File: src/rtl/sercfg_pkg.sv
// Package: shared widths, register addresses, field positions and the
// decoded configuration record of the serial configuration port.
package sercfg_pkg;
    localparam int ADDR_W = 5;
    localparam int DATA_W = 11;
    localparam int WORD_W = ADDR_W + DATA_W;
    localparam int FINE_W = 3;
    localparam int FINE_MAX = 6;

    typedef logic [ADDR_W-1:0] addr_t;
    typedef logic [DATA_W-1:0] data_t;

    // Addresses the block decodes; 0x00 and the override position are fixed.
    localparam addr_t ADDR_SRST = 5'h00;
    localparam addr_t ADDR_PWR  = 5'h0A;
    localparam addr_t ADDR_MODE = 5'h0D;

    // Field positions inside the mode register.
    localparam int B_GAIN = 0;
    localparam int B_LANE = 1;   // two bits
    localparam int B_LSB  = 3;
    localparam int B_OBIN = 4;
    localparam int B_FINE = 5;   // FINE_W bits
    localparam int B_OVR  = 10;
    // Field positions inside the power register.
    localparam int B_PD   = 0;
    localparam int B_PAT  = 8;   // two bits
    localparam int B_SRST = 0;

    // Stored register fields.
    typedef struct packed {
        logic              ovr;
        logic              gain;
        logic [1:0]        lane;
        logic              lsb;
        logic              obin;
        logic [FINE_W-1:0] fine;
        logic              pd;
        logic [1:0]        pat;
    } regs_t;

    // Resolved configuration presented at the outputs.
    typedef struct packed {
        logic              coarse_gain;
        logic [FINE_W-1:0] fine_gain;
        logic [1:0]        lane_mode;
        logic              lsb_first;
        logic              offset_bin;
        logic [1:0]        pattern;
        logic              powerdown;
        logic              override;
    } cfg_t;
endpackage

File: src/rtl/sercfg_shift.sv
// Module: serial word assembler.
// Finds falling edges of sclk in the clk domain and shifts sdata in while
// sen is low. It emits one word strobe on every 16th fall of a window.
// Assumes sen/sclk/sdata are synchronous to clk and that each sclk level
// lasts at least one clk cycle.
module sercfg_shift
    import sercfg_pkg::*;
#(
    parameter int W = WORD_W
) (
    input  logic         clk,
    input  logic         rst_n,
    input  logic         sen,
    input  logic         sclk,
    input  logic         sdata,
    output logic         word_vld,
    output logic [W-1:0] word
);
    localparam int CNT_W = $clog2(W);
    localparam logic [CNT_W-1:0] LAST = CNT_W'(W - 1);

    logic             sclk_q;
    logic [CNT_W-1:0] cnt_q;
    logic [W-2:0]     shreg_q;
    logic             fall;

    // A qualifying edge: sclk was high last cycle, is low now, window open.
    assign fall = sclk_q & ~sclk & ~sen;

    // Remember the previous sclk level for edge detection.
    always_ff @(posedge clk) begin
        if (!rst_n) sclk_q <= 1'b0;
        else        sclk_q <= sclk;
    end

    // Bit counter and shift register; a high enable restarts alignment.
    always_ff @(posedge clk) begin
        if (!rst_n) begin
            cnt_q   <= '0;
            shreg_q <= '0;
        end else if (sen) begin
            cnt_q   <= '0;
        end else if (fall) begin
            shreg_q <= {shreg_q[W-3:0], sdata};
            cnt_q   <= (cnt_q == LAST) ? '0 : cnt_q + 1'b1;
        end
    end

    // Present a completed word for one cycle.
    always_ff @(posedge clk) begin
        if (!rst_n) begin
            word_vld <= 1'b0;
            word     <= '0;
        end else begin
            word_vld <= fall && (cnt_q == LAST);
            if (fall && (cnt_q == LAST)) word <= {shreg_q, sdata};
        end
    end

    a_r1_idle_count: assert property (@(posedge clk) disable iff (!rst_n)
        sen |=> (cnt_q == '0));
    a_r3_single_strobe: assert property (@(posedge clk) disable iff (!rst_n)
        word_vld |=> !word_vld);
endmodule

File: src/rtl/sercfg_regs.sv
// Module: configuration register file.
// Decodes each assembled word into address and data and updates the
// addressed register. It also handles the hardware reset and the
// self-clearing software reset. Unknown addresses are dropped.
module sercfg_regs
    import sercfg_pkg::*;
(
    input  logic          clk,
    input  logic          rst_n,
    input  logic          hw_rst,
    input  logic          word_vld,
    input  logic [WORD_W-1:0] word,
    output regs_t         regs_q
);
    addr_t addr;
    data_t data;
    logic  hit_mode, hit_pwr, hit_srst;
    logic  srst_q;
    logic  clr;

    assign addr     = word[WORD_W-1:DATA_W];
    assign data     = word[DATA_W-1:0];
    assign hit_mode = word_vld && (addr == ADDR_MODE);
    assign hit_pwr  = word_vld && (addr == ADDR_PWR);
    assign hit_srst = word_vld && (addr == ADDR_SRST) && data[B_SRST];
    assign clr      = !rst_n || hw_rst || srst_q;

    // Software reset flag: set by a write, cleared on the following cycle.
    always_ff @(posedge clk) begin
        if (!rst_n || hw_rst) srst_q <= 1'b0;
        else if (srst_q)      srst_q <= 1'b0;
        else                  srst_q <= hit_srst;
    end

    // Mode register fields.
    always_ff @(posedge clk) begin
        if (clr) begin
            regs_q.ovr  <= 1'b0;
            regs_q.gain <= 1'b0;
            regs_q.lane <= '0;
            regs_q.lsb  <= 1'b0;
            regs_q.obin <= 1'b0;
            regs_q.fine <= '0;
        end else if (hit_mode) begin
            regs_q.ovr  <= data[B_OVR];
            regs_q.gain <= data[B_GAIN];
            regs_q.lane <= data[B_LANE +: 2];
            regs_q.lsb  <= data[B_LSB];
            regs_q.obin <= data[B_OBIN];
            regs_q.fine <= data[B_FINE +: FINE_W];
        end
    end

    // Power and pattern register fields.
    always_ff @(posedge clk) begin
        if (clr) begin
            regs_q.pd  <= 1'b0;
            regs_q.pat <= '0;
        end else if (hit_pwr) begin
            regs_q.pd  <= data[B_PD];
            regs_q.pat <= data[B_PAT +: 2];
        end
    end

    a_r7_self_clear: assert property (@(posedge clk) disable iff (!rst_n)
        srst_q |=> !srst_q);
    a_r7_defaults: assert property (@(posedge clk) disable iff (!rst_n)
        srst_q |=> (regs_q == '0));
    a_r6_hw_defaults: assert property (@(posedge clk) disable iff (!rst_n)
        hw_rst |=> (regs_q == '0));
    a_r10_unmapped: assert property (@(posedge clk) disable iff (!rst_n)
        (word_vld && !hw_rst && !srst_q && addr != ADDR_MODE
         && addr != ADDR_PWR && addr != ADDR_SRST) |=> $stable(regs_q));
endmodule

File: src/rtl/sercfg_resolve.sv
// Module: configuration resolver.
// Combines the stored fields with the strap pins. The override flag picks
// the source of the pin-controllable modes. Power-down is the OR of pin and
// register bit, and fine gain saturates. Purely combinational.
module sercfg_resolve
    import sercfg_pkg::*;
(
    input  regs_t      regs,
    input  logic       pin_pdn,
    input  logic [1:0] pin_lane_mode,
    input  logic       pin_lsb_first,
    input  logic       pin_offset_bin,
    output cfg_t       cfg
);
    localparam logic [FINE_W-1:0] FMAX = FINE_W'(FINE_MAX);

    // Select each output field from its source.
    always_comb begin
        cfg.override    = regs.ovr;
        cfg.coarse_gain = regs.ovr & regs.gain;
        cfg.lane_mode   = regs.ovr ? regs.lane : pin_lane_mode;
        cfg.lsb_first   = regs.ovr ? regs.lsb  : pin_lsb_first;
        cfg.offset_bin  = regs.ovr ? regs.obin : pin_offset_bin;
        cfg.fine_gain   = (regs.fine > FMAX) ? FMAX : regs.fine;
        cfg.pattern     = regs.pat;
        cfg.powerdown   = pin_pdn | regs.pd;
    end
endmodule

File: src/rtl/sercfg_port.sv
// Module: serial configuration write port (top).
// Connects the word assembler, the register file and the resolver.
// Assumes the serial inputs are synchronous to clk.
module sercfg_port
    import sercfg_pkg::*;
(
    input  logic       clk,
    input  logic       rst_n,
    input  logic       hw_rst,
    input  logic       sen,
    input  logic       sclk,
    input  logic       sdata,
    input  logic       pin_pdn,
    input  logic [1:0] pin_lane_mode,
    input  logic       pin_lsb_first,
    input  logic       pin_offset_bin,
    output logic       cfg_coarse_gain,
    output logic [2:0] cfg_fine_gain,
    output logic [1:0] cfg_lane_mode,
    output logic       cfg_lsb_first,
    output logic       cfg_offset_bin,
    output logic [1:0] cfg_pattern,
    output logic       cfg_powerdown,
    output logic       cfg_override
);
    logic              word_vld;
    logic [WORD_W-1:0] word;
    regs_t             regs;
    cfg_t              cfg;

    sercfg_shift #(.W(WORD_W)) shift_i (
        .clk(clk), .rst_n(rst_n), .sen(sen), .sclk(sclk), .sdata(sdata),
        .word_vld(word_vld), .word(word)
    );

    sercfg_regs regs_i (
        .clk(clk), .rst_n(rst_n), .hw_rst(hw_rst),
        .word_vld(word_vld), .word(word), .regs_q(regs)
    );

    sercfg_resolve resolve_i (
        .regs(regs), .pin_pdn(pin_pdn), .pin_lane_mode(pin_lane_mode),
        .pin_lsb_first(pin_lsb_first), .pin_offset_bin(pin_offset_bin),
        .cfg(cfg)
    );

    assign cfg_coarse_gain = cfg.coarse_gain;
    assign cfg_fine_gain   = cfg.fine_gain;
    assign cfg_lane_mode   = cfg.lane_mode;
    assign cfg_lsb_first   = cfg.lsb_first;
    assign cfg_offset_bin  = cfg.offset_bin;
    assign cfg_pattern     = cfg.pattern;
    assign cfg_powerdown   = cfg.powerdown;
    assign cfg_override    = cfg.override;

    a_r8_gain_needs_ovr: assert property (@(posedge clk) disable iff (!rst_n)
        cfg_coarse_gain |-> regs.ovr);
    a_r8_pins_follow: assert property (@(posedge clk) disable iff (!rst_n)
        !regs.ovr |-> (cfg_lane_mode == pin_lane_mode));
    a_r9_pin_pdn: assert property (@(posedge clk) disable iff (!rst_n)
        pin_pdn |-> cfg_powerdown);
    a_r11_fine_sat: assert property (@(posedge clk) disable iff (!rst_n)
        cfg_fine_gain <= 3'd6);
endmodule

File: config.mk
export PLATFORM = sky130hd
export DESIGN_NAME = sercfg_port
export DESIGN_NICKNAME = d
export VERILOG_FILES = /design/src/rtl/sercfg_pkg.sv /design/src/rtl/sercfg_shift.sv /design/src/rtl/sercfg_regs.sv /design/src/rtl/sercfg_resolve.sv /design/src/rtl/sercfg_port.sv
export SDC_FILE = /design/constraint.sdc
export NUM_CORES = 1
export LEC_CHECK = 0
export CELL_PAD_IN_SITES_DETAIL_PLACEMENT = 2
export CELL_PAD_IN_SITES_GLOBAL_PLACEMENT = 2
export CORE_MARGIN = 2
export CORE_UTILIZATION = 36
export CTS_CLUSTER_SIZE = 28
export DETAILED_ROUTE_END_ITERATION = 8
export PLACE_DENSITY_LB_ADDON = 0.12
export SYNTH_ARGS = -nofsm -noshare
export SYNTH_HDL_FRONTEND = slang
export SYNTH_SLANG_ARGS = --single-unit
File: constraint.sdc
create_clock -name clk -period 3.55 [get_ports clk]
set_clock_uncertainty 0.05 [all_clocks]
set_input_delay 1.065 -clock clk [delete_from_list [all_inputs] [get_ports clk]]
set_output_delay 1.065 -clock clk [all_outputs]
set_load 0.02 [all_outputs]
* Yosys cells after proc, flatten, opt, wreduce, memory -nomap -nowiden *
Index checks and enable logic that the tools add are counted.
Widths: inputs -> output; s select.

storage, ports and cells
  bits in registers = 50
  logic and storage cells = 43

cells by class
  $add $sub $neg = 1
  magnitude comparators = 1
  equal/unequal tests = 3
  muxes and demuxes = 5
  bitwise logic cells = 7
  reduce and logical (&&, ||, !) cells = 12

operator list
  cell                 number
  $eq 5x4->1 const B   2
  $logic_and 1x1->1    5
  $logic_not 5->1      1
  $add 4x1->4 const B  1
  $eq 4x4->1 const B   1
  $mux 4               1
  $reduce_or 2->1      2
  $and 1x1->1          3
  $gt 3x3->1 const B   1
  $mux 3               1
  $not 1->1            3
  $logic_or 1x1->1     2
  $mux 1               2
  $mux 2               1
  $reduce_and 2->1     1
  $logic_not 1->1      1
  $or 1x1->1           1

* Logic depth before layout (Yosys ltp) *
  word-level depth = 4
  mapped depth = 5

* By module *
Synthesis repeated with hierarchy kept, for this count alone.

unflattened totals
  cell total of the unflattened synthesis = 235
  area, all modules = 2150.8 sq um

by module, submodules not included
  module          times used  cells an instance  area each (sq um)
  sercfg_shift    1           161                1500.2
  sercfg_regs     1           62                 554.3
  sercfg_resolve  1           12                 96.3

* Worst setup path before layout *
Ideal clock, no wire load.

  kind = input to output
  start = in pin_pdn
  end = out cfg_powerdown
  arrival = 1385 ps
  required time = 2435 ps
  setup slack = 1050 ps
  stages on the path = 1
  path through = or2_2

on the way
  cells in the longest elaborated chain, start to end = 1

ends and longest elaborated chain
  element      RTL line              text
  from (decl)  sercfg_port.sv:13     input logic pin_pdn,
  $or 1x1->1   sercfg_resolve.sv:26  cfg.powerdown = pin_pdn | regs.pd;
  to (decl)    sercfg_port.sv:23     output logic cfg_powerdown,

No other way between the ends.

* Final worst setup path *
  start = in pin_offset_bin
  end = out cfg_offset_bin

on the way
  cells in the longest elaborated chain, start to end = 1

ends and longest elaborated chain
  element      RTL line              text
  from (decl)  sercfg_port.sv:16     input logic pin_offset_bin,
  $mux 1       sercfg_resolve.sv:23  cfg.offset_bin = regs.ovr ? regs.obin : pin_offset_bin;
  to (decl)    sercfg_port.sv:21     output logic cfg_offset_bin,

No other way between the ends.

==> results.md <==
- Post-CTS Setup Inserts: 0
- Final nets: 264
- R2r startpoint: shift_i.sclk_q$_SDFF_PN0_
- Reg-to-reg critical path endpoint: shift_i.cnt_q[3]$_SDFFE_PP0P_
- Crit Path Max Fanout: 1
- Via count: 1624
- DP HPWL: 3420 um
- Startpoint Class: input port
- Final hold violation count: 0
- Ys async rst share: 0%
- H-Tree Depth: 2
- Worst path most repeated cell: clkdlybuf4s50_1
- Horiz. Die Dim: 79.6 um
- # resized after CTS: 0
- Drt drc: 0
- Crit path kind: input port to primary output
- Final wirelength: 4890 um
- Placed cell areas: 0.00235 mm2
- Sequential standard cell area: 0.00100 mm2
- Global-route wire length before repair: 8470 um
- Synth Area per Inst: 8.87 um2
- Hold Crit Class: flip-flop to flip-flop
- Routability cong.: 0.686
- Gr ovfl total: 0
- VDD IR max: 0.000216 V
- Setup repair after global routing missed its margin: false
- Vias per cell: 5.00
- Slew HR: 72.9%
- ANT cells: 0
- Seq/Total Area, Yosys: 48.7%
- Height of the die: 79.6 um
- Leak: 0.775 nW
- Critical path buffer and inverter count: 2
- Longest Clk Path Bufs: 2
- Max stage delay on crit path: 0.53 ns
- Die area: 0.00633 mm2
- Yosys warnings: 0
- # placed instances: 317
- Required time worst endpoint: 2.43 ns
- Crit end category: primary output
- Synth Register Bits: 50
- Worst-path clk slew: 0.09 ns
- Worst-Margin Slew: 0.405 ns
- PwrDens: 413 mW/mm2
- Iter 0 DRT Violations: 57
- Fill count: 604
- Slowest stage cell on the critical path: clkdlybuf4s50_1
- DRT Pass-1 Iters: 4
- Floorplan row count: 27
- Largest net degree at the start of global routing: 30
- Reg2reg setup slack: 1.88 ns
- Hold endpoint: regs_i.regs_q[1]$_SDFFE_PP0P_
- EDFF count, synth: 0
- R2r worst-path depth: 3
- Final setup fails: 0
- Min-Delay Startpoint: regs_i.regs_q[1]$_SDFFE_PP0P_
- Min cycle time layout: 3.37 ns
- Post-Route Utilization: 44.8%
- Antenna-violating nets left: 0
- CTS tree: built
- GRT Overall Usage: 17.2%
- Hold path cells: 2
- Area of the multi-input gates: 971 um2
- Number of max-cap violations: 0
- Status: completed
- Post-CTS Hold Buffers: 0
- Fmax: 0.296 GHz
- Area delta synth->final: 19.8%
- Ports: 23
- CORE AREA: 0.00551 mm2
- Wirelength per Cell: 15.1 um
- Synth cell types: 30
- Layout cell share with drive strength beyond 1: 9.09%
- Clock root buffer: clkbuf_8
- Clk sink count: 50
- Antenna violations before repair: 0
- Setup tns final: 0 ns
- Netlist Area Pre-Place: 0.00206 mm2
- Post-route cell area: 0.00246 mm2
- CTS Buf Count: 5
- Top FF cell, synth: dfxtp_1
- Cell family with most CP delay: buffers and inverters
- I/O Buffers: 22
- Syn nets: 244
- Fin. max-slew vios: 0
- Number of global-route vias before repair: 1712
- Crit path DAT: 2.26 ns
- Finished Layout Cells: 325
- Final Cycle Share: 95.1%
- CP Cell Sequence: clkdlybuf4s50_1 > mux2_2 > clkdlybuf4s50_1
- Post-Synthesis Cells: 232
- Worst skew pair latency: 0.31 ns
- Initial Utilization: 37.4%
[tightest hold or removal path: cells and delay by family (launching register included)]
| kind | cells | cell delay (ns) |
|---|---|---|
| mux | 1 | 0.05 |
| flops | 1 | 0.32 |
| simple gates | 1 | 0.05 |
[worst max path at each step]
stage / slack, ns / start / end / cells past startpoint
floorplan: 1.05 / pin_pdn / cfg_powerdown / 1
global placement: 0.18 / pin_pdn / cfg_powerdown / 3
detailed placement: 0.18 / pin_pdn / cfg_powerdown / 3
CTS: 0.17 / pin_offset_bin / cfg_offset_bin / 3
global route: 0.14 / pin_pdn / cfg_powerdown / 3
finish: 0.18 / pin_offset_bin / cfg_offset_bin / 3
[state kept, by name, indices dropped and copies added, names as in the netlist]
register          cells
regs_i.regs_q        12
regs_i.srst_q         1
shift_i.cnt_q         4
shift_i.sclk_q        1
shift_i.shreg_q      15
shift_i.word         16
shift_i.word_vld      1
[logic make-up after synthesis]
kind of cell	synth area share, %
adder cells (fa/ha/maj)	0.608
flip-flops	48.7
buffers and inverters	4.38
XOR/XNOR	0.426
AND/OR/NAND/NOR	21.7
AO/OA/AOI/OAI	12.3
multiplexers	11.9
[power breakdown]
| part | internal (mW) | switching (mW) |
|---|---|---|
| Sequential | 0.561 | 0.000653 |
| Clock | 0.210 | 0.195 |
| Combinational | 0.0249 | 0.0259 |
| Total | 0.797 | 0.222 |
[cell usage after synthesis, drive strengths merged (2+ instances only)]
cell | number | area [um2]
o211ai | 9 | 67.6
nor3b | 2 | 20.0
mux2 | 4 | 45.0
buf | 4 | 37.5
mux2i | 20 | 200
a21boi | 16 | 120
nor2 | 3 | 18.8
dfxtp | 50 | 1000
nand2 | 77 | 289
inv | 2 | 7.51
and2 | 3 | 18.8
or2 | 2 | 12.5
o21ai | 11 | 55.1
nand3b | 2 | 15.0
nand3 | 4 | 20.0
clkbuf | 12 | 45.0
[routing by layer]
| metal | track usage, % | vias up | wire length [um] |
|---|---|---|---|
| met1 | 21.9 | 777 | 2280 |
| met3 | 3.51 | 7 | 165 |
| met2 | 29.1 | 27 | 2390 |
| li1 | - | 813 | - |
| met4 | 5.69 | 0 | 63 |
| met5 | 0 | - | 0 |
[stage by stage]
step	hold WS, ns	total power, mW	worst slack [ns]
finish	0.412	1.02	0.175
floorplan	0.383	0.600	1.05
detailed placement	0.400	0.627	0.177
CTS	0.418	1.03	0.173
global route	0.441	1.06	0.144
global placement	0.396	0.626	0.178
[layout make-up]
class | count | area share [%]
Sequential cell | 50 | 40.6
Multi-Input combinational cell | 164 | 39.4
Timing Repair Buffer | 29 | 11.6
Tap cell | 72 | 3.65
Clock buffer | 6 | 2.94
Clock inverter | 2 | 1.52
Inverter | 2 | 0.305
[placed cells by master (no fill, tap or decap), drive strengths merged, types with 3 or more instances in the layout]
cell type,instances
o211ai,9
clkbuf,6
mux2,4
dfxtp,50
nor2,3
clkdlybuf4s50,22
o21ai,11
buf,7
a21boi,16
nand3,4
nand2,77
and2,3
mux2i,20
Note: power is estimated with default switching activity, not from simulation.
